**src/rtl/loop_replay_buf.sv**
```systemverilog
module loop_replay_buf #(
  parameter int DEPTH = 32,
  parameter int IW = 32,
  parameter int AW = 32,
  localparam int IXW = $clog2(DEPTH),
  localparam int CW = $clog2(DEPTH + 1)
) (
  input  logic           clk,
  input  logic           rst_n,
  input  logic           in_valid,
  input  logic [IW-1:0]  in_instr,
  input  logic [AW-1:0]  in_pc,
  input  logic [1:0]     in_kind,
  input  logic           in_taken,
  input  logic [AW-1:0]  in_tgt,
  input  logic           flush,
  input  logic           res_valid,
  input  logic [IXW-1:0] res_idx,
  input  logic           res_taken,
  output logic           rep_valid,
  output logic [IW-1:0]  rep_instr,
  output logic [1:0]     rep_kind,
  output logic           rep_taken,
  output logic [IXW-1:0] rep_idx,
  output logic           fetch_off,
  output logic           decode_off
);

  typedef enum logic [1:0] {S_IDLE, S_CAP, S_REP, S_HAND} st_t;

  st_t            st;
  logic [CW-1:0]  cnt, len;
  logic [1:0]     nfwd;
  logic [IXW-1:0] rd;
  logic [AW-1:0]  loop_pc;

  logic [IW-1:0]  mem_i [DEPTH];
  logic [1:0]     mem_k [DEPTH];
  logic           mem_t [DEPTH];

  wire is_fwd   = in_kind == 2'b01;
  wire is_bwd   = in_kind == 2'b10;
  wire short_bk = (in_tgt <= in_pc) && ((in_pc - in_tgt) < AW'(DEPTH));
  wire start    = in_valid && !flush && is_bwd && in_taken && short_bk;
  wire closing  = is_bwd && in_taken && (in_pc == loop_pc);
  wire cap_full = cnt == CW'(DEPTH);
  wire cap_abort = cap_full || (is_fwd && nfwd == 2'd2) || (is_bwd && !closing);
  wire wr_en    = (st == S_CAP) && in_valid && !flush && !cap_abort;
  wire rd_last  = CW'(rd) == len - CW'(1);
  wire mis      = res_valid && (CW'(res_idx) < len) && (res_taken != mem_t[res_idx]);

  always_ff @(posedge clk) begin
    if (!rst_n) begin
      st <= S_IDLE;
      cnt <= '0;
      len <= '0;
      nfwd <= '0;
      rd <= '0;
      loop_pc <= '0;
    end else begin
      case (st)
        S_IDLE:
          if (start) begin
            st <= S_CAP;
            loop_pc <= in_pc;
            cnt <= '0;
            nfwd <= '0;
          end
        S_CAP:
          if (flush) st <= S_IDLE;
          else if (in_valid) begin
            if (cap_abort) st <= S_IDLE;
            else begin
              cnt <= cnt + CW'(1);
              if (is_fwd) nfwd <= nfwd + 2'd1;
              if (closing) begin
                st <= S_REP;
                len <= cnt + CW'(1);
                rd <= '0;
              end
            end
          end
        S_REP:
          if (flush || mis) begin
            st <= S_HAND;
            len <= '0;
          end else rd <= rd_last ? '0 : rd + IXW'(1);
        default: st <= S_IDLE;
      endcase
    end
  end

  always_ff @(posedge clk)
    if (wr_en) begin
      mem_i[cnt[IXW-1:0]] <= in_instr;
      mem_k[cnt[IXW-1:0]] <= in_kind;
      mem_t[cnt[IXW-1:0]] <= in_taken;
    end

  assign rep_valid  = st == S_REP;
  assign fetch_off  = st == S_REP;
  assign decode_off = (st == S_REP) || (st == S_HAND);
  assign rep_idx    = rd;
  assign rep_instr  = mem_i[rd];
  assign rep_kind   = mem_k[rd];
  assign rep_taken  = mem_t[rd];


  commit_src_chk: assert property (@(posedge clk) disable iff (!rst_n)
    $rose(fetch_off) |-> $past(in_valid && in_kind == 2'b10 && in_taken));


  rep_order_chk: assert property (@(posedge clk) disable iff (!rst_n)
    (rep_valid && $past(rep_valid) && rep_idx != '0) |-> rep_idx == $past(rep_idx) + IXW'(1));


  flush_exit_chk: assert property (@(posedge clk) disable iff (!rst_n)
    (fetch_off && flush) |=> (!fetch_off && !rep_valid && decode_off));


  handoff_len_chk: assert property (@(posedge clk) disable iff (!rst_n)
    $fell(fetch_off) |=> !decode_off);


  mis_exit_chk: assert property (@(posedge clk) disable iff (!rst_n)
    (fetch_off && mis) |=> !fetch_off);

endmodule

```
**config.mk**
```make
export PLATFORM = sky130hd
export DESIGN_NAME = loop_replay_buf
export DESIGN_NICKNAME = d
export VERILOG_FILES = /design/src/rtl/loop_replay_buf.sv
export SDC_FILE = /design/constraint.sdc
export NUM_CORES = 1
export LEC_CHECK = 0
export BUFFER_PORTS_ARGS = -buffer_cell sky130_fd_sc_hd__buf_4
export CORE_ASPECT_RATIO = 1.1
export CORE_UTILIZATION = 50
export DETAILED_ROUTE_END_ITERATION = 12
export PLACE_DENSITY = 0.72
export SKIP_LAST_GASP = 1
export SYNTH_ARGS = -nofsm -noshare
export SYNTH_HDL_FRONTEND = slang
export SYNTH_SLANG_ARGS = --single-unit
```
**constraint.sdc**
```tcl
create_clock -name clk -period 9.8 [get_ports clk]
set_input_delay 0.98 -clock clk [delete_from_list [all_inputs] [get_ports clk]]
set_output_delay 0.98 -clock clk [all_outputs]
set_load 0.02 [all_outputs]
```
---- Word-level counts from Yosys, hierarchy flattened ----
Memory sizes are Yosys's and may differ from the RTL's. A register that Yosys moved wholly into a read port is not among the register bits.
Index checks and enable logic that the tools add are counted.
W data, S select, Z words.
word-level totals
  flip-flop bits (word level) ............. 53
  output and inout port bits .............. 43
  word-level logic and storage cells ...... 106
  input port bits ......................... 110
  memories kept ........................... 3
  bits in writable memories ............... 1120
memory list
  name   depth  bits a word  read ports  clocked after Yosys merged registers in  write ports  RTL line  text
  mem_i  32     32           1           1                                        1            37        logic [IW-1:0] mem_i [DEPTH];
  mem_k  32     2            1           1                                        1            38        logic [1:0] mem_k [DEPTH];
  mem_t  32     1            2           1                                        1            39        logic mem_t [DEPTH];
cells by class
  $lt $le $gt $ge ......................... 3
  multiplexer cells ....................... 39
  $add $sub $neg .......................... 5
  equality and inequality tests ........... 20
  reduce and logical (&&, ||, !) cells .... 30
operators with widths
  cell                   count
  $mux W5                12
  $mux W6                9
  $eq A32 B32 Y1         1
  $le A32 B32 Y1         1
  $lt A32 B6 Y1 const B  1
  $sub A32 B32 Y32       1
  $pmux W6 S2            2
  $mux W2                11
  $reduce_and A6 Y1      3
  $logic_and A1 B1 Y1    14
  $ne A2 B2 Y1 const B   7
  $pmux W5 S2            1
  $eq A2 B2 Y1 const B   4
  $add A6 B1 Y6 const B  1
  $eq A5 B6 Y1           1
  $eq A6 B6 Y1 const B   1
  $lt A5 B6 Y1           1
  $pmux W2 S3            1
  $sub A6 B1 Y6 const B  1
  $add A5 B1 Y5 const B  1
  $reduce_and A5 Y1      1
  $eq A2 B1 Y1 const B   2
  $logic_or A1 B1 Y1     4
  $ne A4 B4 Y1 const B   1
  other kinds (11)       15

---- Depth between registers and ports, before layout ----
  depth after elaboration ................. 12
  gate-level depth with buffers ........... 13
  mapped depth without buffers ............ 11

---- Worst setup path before layout ----
OpenSTA, ideal clock, no wires.
  kind .................................... input -> register
  start point ............................. in in_pc[12]
  end point ............................... mem mem_i[31][0] (enable)
  data arrival time ....................... 4072 ps
  setup time .............................. 427 ps
  path buffers ............................ 0
  required time ........................... 9373 ps
  slack ................................... 5300 ps
  stages on the path ...................... 6
  cell sequence ........................... xnor2_1 nand4_1 or4_1 nor4_1 o211ai_1 nor2_1
on the way
  longest elaborated chain between the ends .. 9
RTL lines
  item                           RTL line  text
  start: declaration             12        input logic [AW-1:0] in_pc,
  $eq A32 B32 Y1                 45        wire closing = is_bwd && in_taken && (in_pc == loop_pc);
  $logic_and A1 B1 Y1            45
  $logic_not A1 Y1               47        wire cap_abort = cap_full || (is_fwd && nfwd == 2'd2) || (is_bwd && !closing);
  $logic_and A1 B1 Y1            47
  $logic_or A1 B1 Y1             47
  $logic_not A1 Y1               48        wire wr_en = (st == S_CAP) && in_valid && !flush && !cap_abort;
  $logic_and A1 B1 Y1            48
  $mux W1                        94        if (wr_en) begin
  $mux W1 (not written as such)  95        mem_i[cnt[IXW-1:0]] <= in_instr;
  end: declaration               37
Every way passes these cells.

==> impl_summary.log <==
[metrics] number of global-route vias before repair: 25790
[metrics] global-route wire length before repair: 169100 um
[metrics] Post-Route WL: 114600 um
[metrics] total die area: 98460 um2
[metrics] fin. max-slew vios: 0
[metrics] Hold Buf Count CTS: 0
[metrics] fraction of layout instances using a drive strength above 1: 30.43%
[metrics] TritonCTS clock tree: built
[metrics] most repeated library cell on the critical path: sky130_fd_sc_hd__mux4_2
[metrics] Antenna Nets Post-Route: 0
[metrics] Vias: 24790
[metrics] switching share of power: 21.08%
[metrics] Synth Warn #: 0
[metrics] Power Internal: 0.007949 W
[metrics] Resize count post-CTS: 0
[metrics] total number of H-tree levels: 3
[metrics] PnR Total Power: 0.01007 W
[metrics] die height: 329.0 um
[metrics] worst hold stages: 2
[metrics] maximum number of pins on one net before global-route repair: 154
[metrics] antenna violations before repair: 1
[metrics] count of clock tree sinks: 1178
[metrics] slowest cell on the critical path: sky130_fd_sc_hd__dfxtp_4
[metrics] RSZ-0062 raised after global routing: false
[metrics] overall die width: 299.3 um
[metrics] gr usage total: 23.48%
[metrics] leading cell types in the layout, fill and taps excluded: sky130_fd_sc_hd__edfxtp_1, sky130_fd_sc_hd__mux4_2, sky130_fd_sc_hd__buf_4
[metrics] Hold EP: loop_pc[17]
[metrics] maximum fanout encountered on the critical timing path: 84
[metrics] worst relative slew slack: 8.565%
[metrics] power density relative to cell area: 183.2 nW/um2
[metrics] Area Overhead vs Synth: 13.11%
[metrics] total standard cell area after synthesis: 48600 um2
[metrics] sequential cell fraction of total power: 54.6%
[metrics] CP cell instances: buf_12 -> mux4_2 -> mux4_2 -> mux2_2 -> buf_4
[metrics] mean instance size in the synthesized netlist: 20.03 um2
[metrics] number of standard cells after synthesis: 2427
[metrics] worst setup margin: 4.664 ns
[metrics] num rows: 119
[metrics] pre-CTS setup slack: 4.313 ns
[metrics] maximum single-stage delay on the critical path: 0.97 ns
[metrics] Critical Setup Path Class: reg2out
[metrics] share of the yosys chip area belonging to registers: 71.59%
[metrics] dominant synthesized flop cell: sky130_fd_sc_hd__edfxtp_1
[metrics] clk_lat worst skew: 0.71 ns
[metrics] switching power total: 0.002123 W
[metrics] combinational cell fraction of total power: 3.4%
[metrics] share of the clock period used by the worst path: 52.40%
[metrics] Crit Reg-Reg Endpoint: mem_i[26][28]
[metrics] final hold slack: 0.4713 ns
[metrics] Worst R2R Path Depth: 8
[metrics] number of input and output port buffers inserted: 152
[metrics] Hold Path Origin: loop_pc[17]
[metrics] final global-route overflow total: 0
[metrics] core region area: 96040 um2
[metrics] via density per instance: 6.236
[metrics] total leakage power: 16.94 nW
[metrics] weighted congestion reported at the end of routability-driven placement: 0.8578
[metrics] final period demand of the worst path: 5.136 ns
[metrics] post-CTS setup-driven buffer insertion count: 0
[metrics] number of synthesized flops with an enable pin: 1120
[metrics] CP startpoint kind: flop
[metrics] highest achievable clock rate: 194.7 MHz
[metrics] Final Skew: 0.05839 ns
[metrics] unique cell type count in the Yosys netlist: 84
[metrics] DRT Pass-1 Iters: 5
[metrics] Hold Crit Class: reg2reg
[metrics] max-cap check violation count: 0
[metrics] outcome: finished clean
[metrics] number of antenna cells inserted: 0
[metrics] Final Net Count: 2767
[metrics] arrival time of the worst setup path: 4.16 ns
[metrics] worst flop-to-flop path startpoint: loop_pc[25]
[metrics] number of flip-flops and latches in the synthesized netlist: 1178
[metrics] Worst Setup End Kind: output port
[metrics] DRC violation count after routing: 0
[metrics] syn nets: 2580
[metrics] worst setup slack for register-to-register paths: 5.48 ns
[metrics] clock-pin slew on the worst setup and hold paths: 0.07 ns
[metrics] post-layout utilization of the core: 57.24%
[metrics] relative contribution of the clock network to total power: 42.0%
[metrics] Top-Level Pins: 153
[metrics] number of endpoints failing setup at the final stage: 0
[metrics] VDD IR max: 0.1521 mV
[metrics] cts bufs inserted: 113
[metrics] cell at the root of the clock tree: sky130_fd_sc_hd__clkbuf_16
[metrics] violation count after the first detailed-routing iteration: 2414
[metrics] buffers from clock root to sink, at most: 3
[metrics] most frequent standard cell in the layout excluding fill and tap cells: sky130_fd_sc_hd__edfxtp_1
[metrics] average wire per standard cell: 28.82 um
[metrics] count of endpoints failing hold in the final timing report: 0
[metrics] Async S/R FF share, synth: 0%
[metrics] Detailed Place HPWL: 67020 um
[metrics] worst endpoint required time: 8.82 ns
[metrics] Setup TNS: 0 ns
[metrics] initial standard-cell utilization of the core: 50.61%
[metrics] transition at the pin with the smallest max-transition slack: 1.368 ns
[routing by layer]
layer	GRT usage [%]	vias to the layer above	share of wire, %
li1	-	10470	-
met1	31.87	13130	40
met2	40.16	1015	51
met3	3.265	173	6.7
met4	6.300	0	2.2
met5	0	-	0
[power groups by stage]
stage	logic (W)	registers (W)	clock network, W
global route	0.000371	0.00550	0.00446
floorplan	0.000178	0.00561	0
CTS	0.000340	0.00550	0.00428
global placement	0.000332	0.00561	0
finish	0.000344	0.00550	0.00423
detailed placement	0.000338	0.00561	0
[state kept, by name, indices dropped and copies added, names as in the netlist, named ones only]
register and flops:
mem_t 32, nfwd 2, cnt 6, mem_k 64, mem_i 1024, len 6, loop_pc 32, st 2
rep_idx 5
[cell usage after synthesis (all sizes together) (6+ instances only)]
library cell	count	area, um2
nand4	26	168.9
a21o	10	75.07
nor2	88	330.3
mux2i	36	360.4
nand3	28	140.1
o21a	9	67.56
xor2	21	183.9
and4	6	52.55
nor3	20	100.1
xnor2	29	254.0
nand2	109	409.1
nor4	12	90.09
dfxtp	58	1161
mux2	37	416.7
clkbuf	81	394.1
and3	10	67.57
o32ai	7	61.31
nor2b	6	37.54
edfxtp	1120	33630
buf	40	224.0
or3	9	58.80
nand2b	7	43.79
mux4	360	8108
ha	43	538.0
o21ai	31	155.2
a211oi	14	105.1
o211ai	16	120.1
a21oi	52	290.3
inv	54	202.7
[metrics by stage]
step / cell area (um2) / instances
after global routing: 54980 / 3975
final: 54980 / 3975
after global placement: 51300 / 3765
after CTS: 54890 / 3971
after detailed placement: 51300 / 3765
after floorplan: 48600 / 2427
[worst max-delay path, delay by kind of cell, from the launching register on]
| kind | cells | cell delay (ns) |
|---|---|---|
| flops | 1 | 0.97 |
| mux | 3 | 1.53 |
| buf+inv | 2 | 0.81 |
[layout make-up]
type                            instances  area (um2)
Clock buffer                          128        2884
Clock inverter                         78       703.2
Fill cell                            6927       41060
Inverter                               54       202.7
Multi-Input combinational cell       1072       13220
Sequential cell                      1178       34810
Tap cell                             1270        1589
Timing Repair Buffer                  195        1572
[cells by family after synthesis]
| group | count (synthesis) | synth area share [%] |
|---|---|---|
| flops | 1178 | 71.59 |
| mux | 433 | 18.28 |
| simple gates | 354 | 3.620 |
| compound gates | 192 | 2.775 |
| buf+inv | 177 | 1.730 |
| xor+xnor | 50 | 0.9010 |
| fa+ha+maj | 43 | 1.107 |
[how the worst max path moves through the flow]
| stage | from | endpoint |
|---|---|---|
| finish | flop | rep_instr[0] |
| global route | flop | rep_instr[0] |
| CTS | flop | rep_instr[0] |
| detailed placement | in_pc[24] | loop_pc[25] |
| global placement | in_pc[24] | cnt[0] |
| floorplan | in_pc[12] | mem_i[31][0] |
No activity file was read; power rests on OpenSTA's default activity.
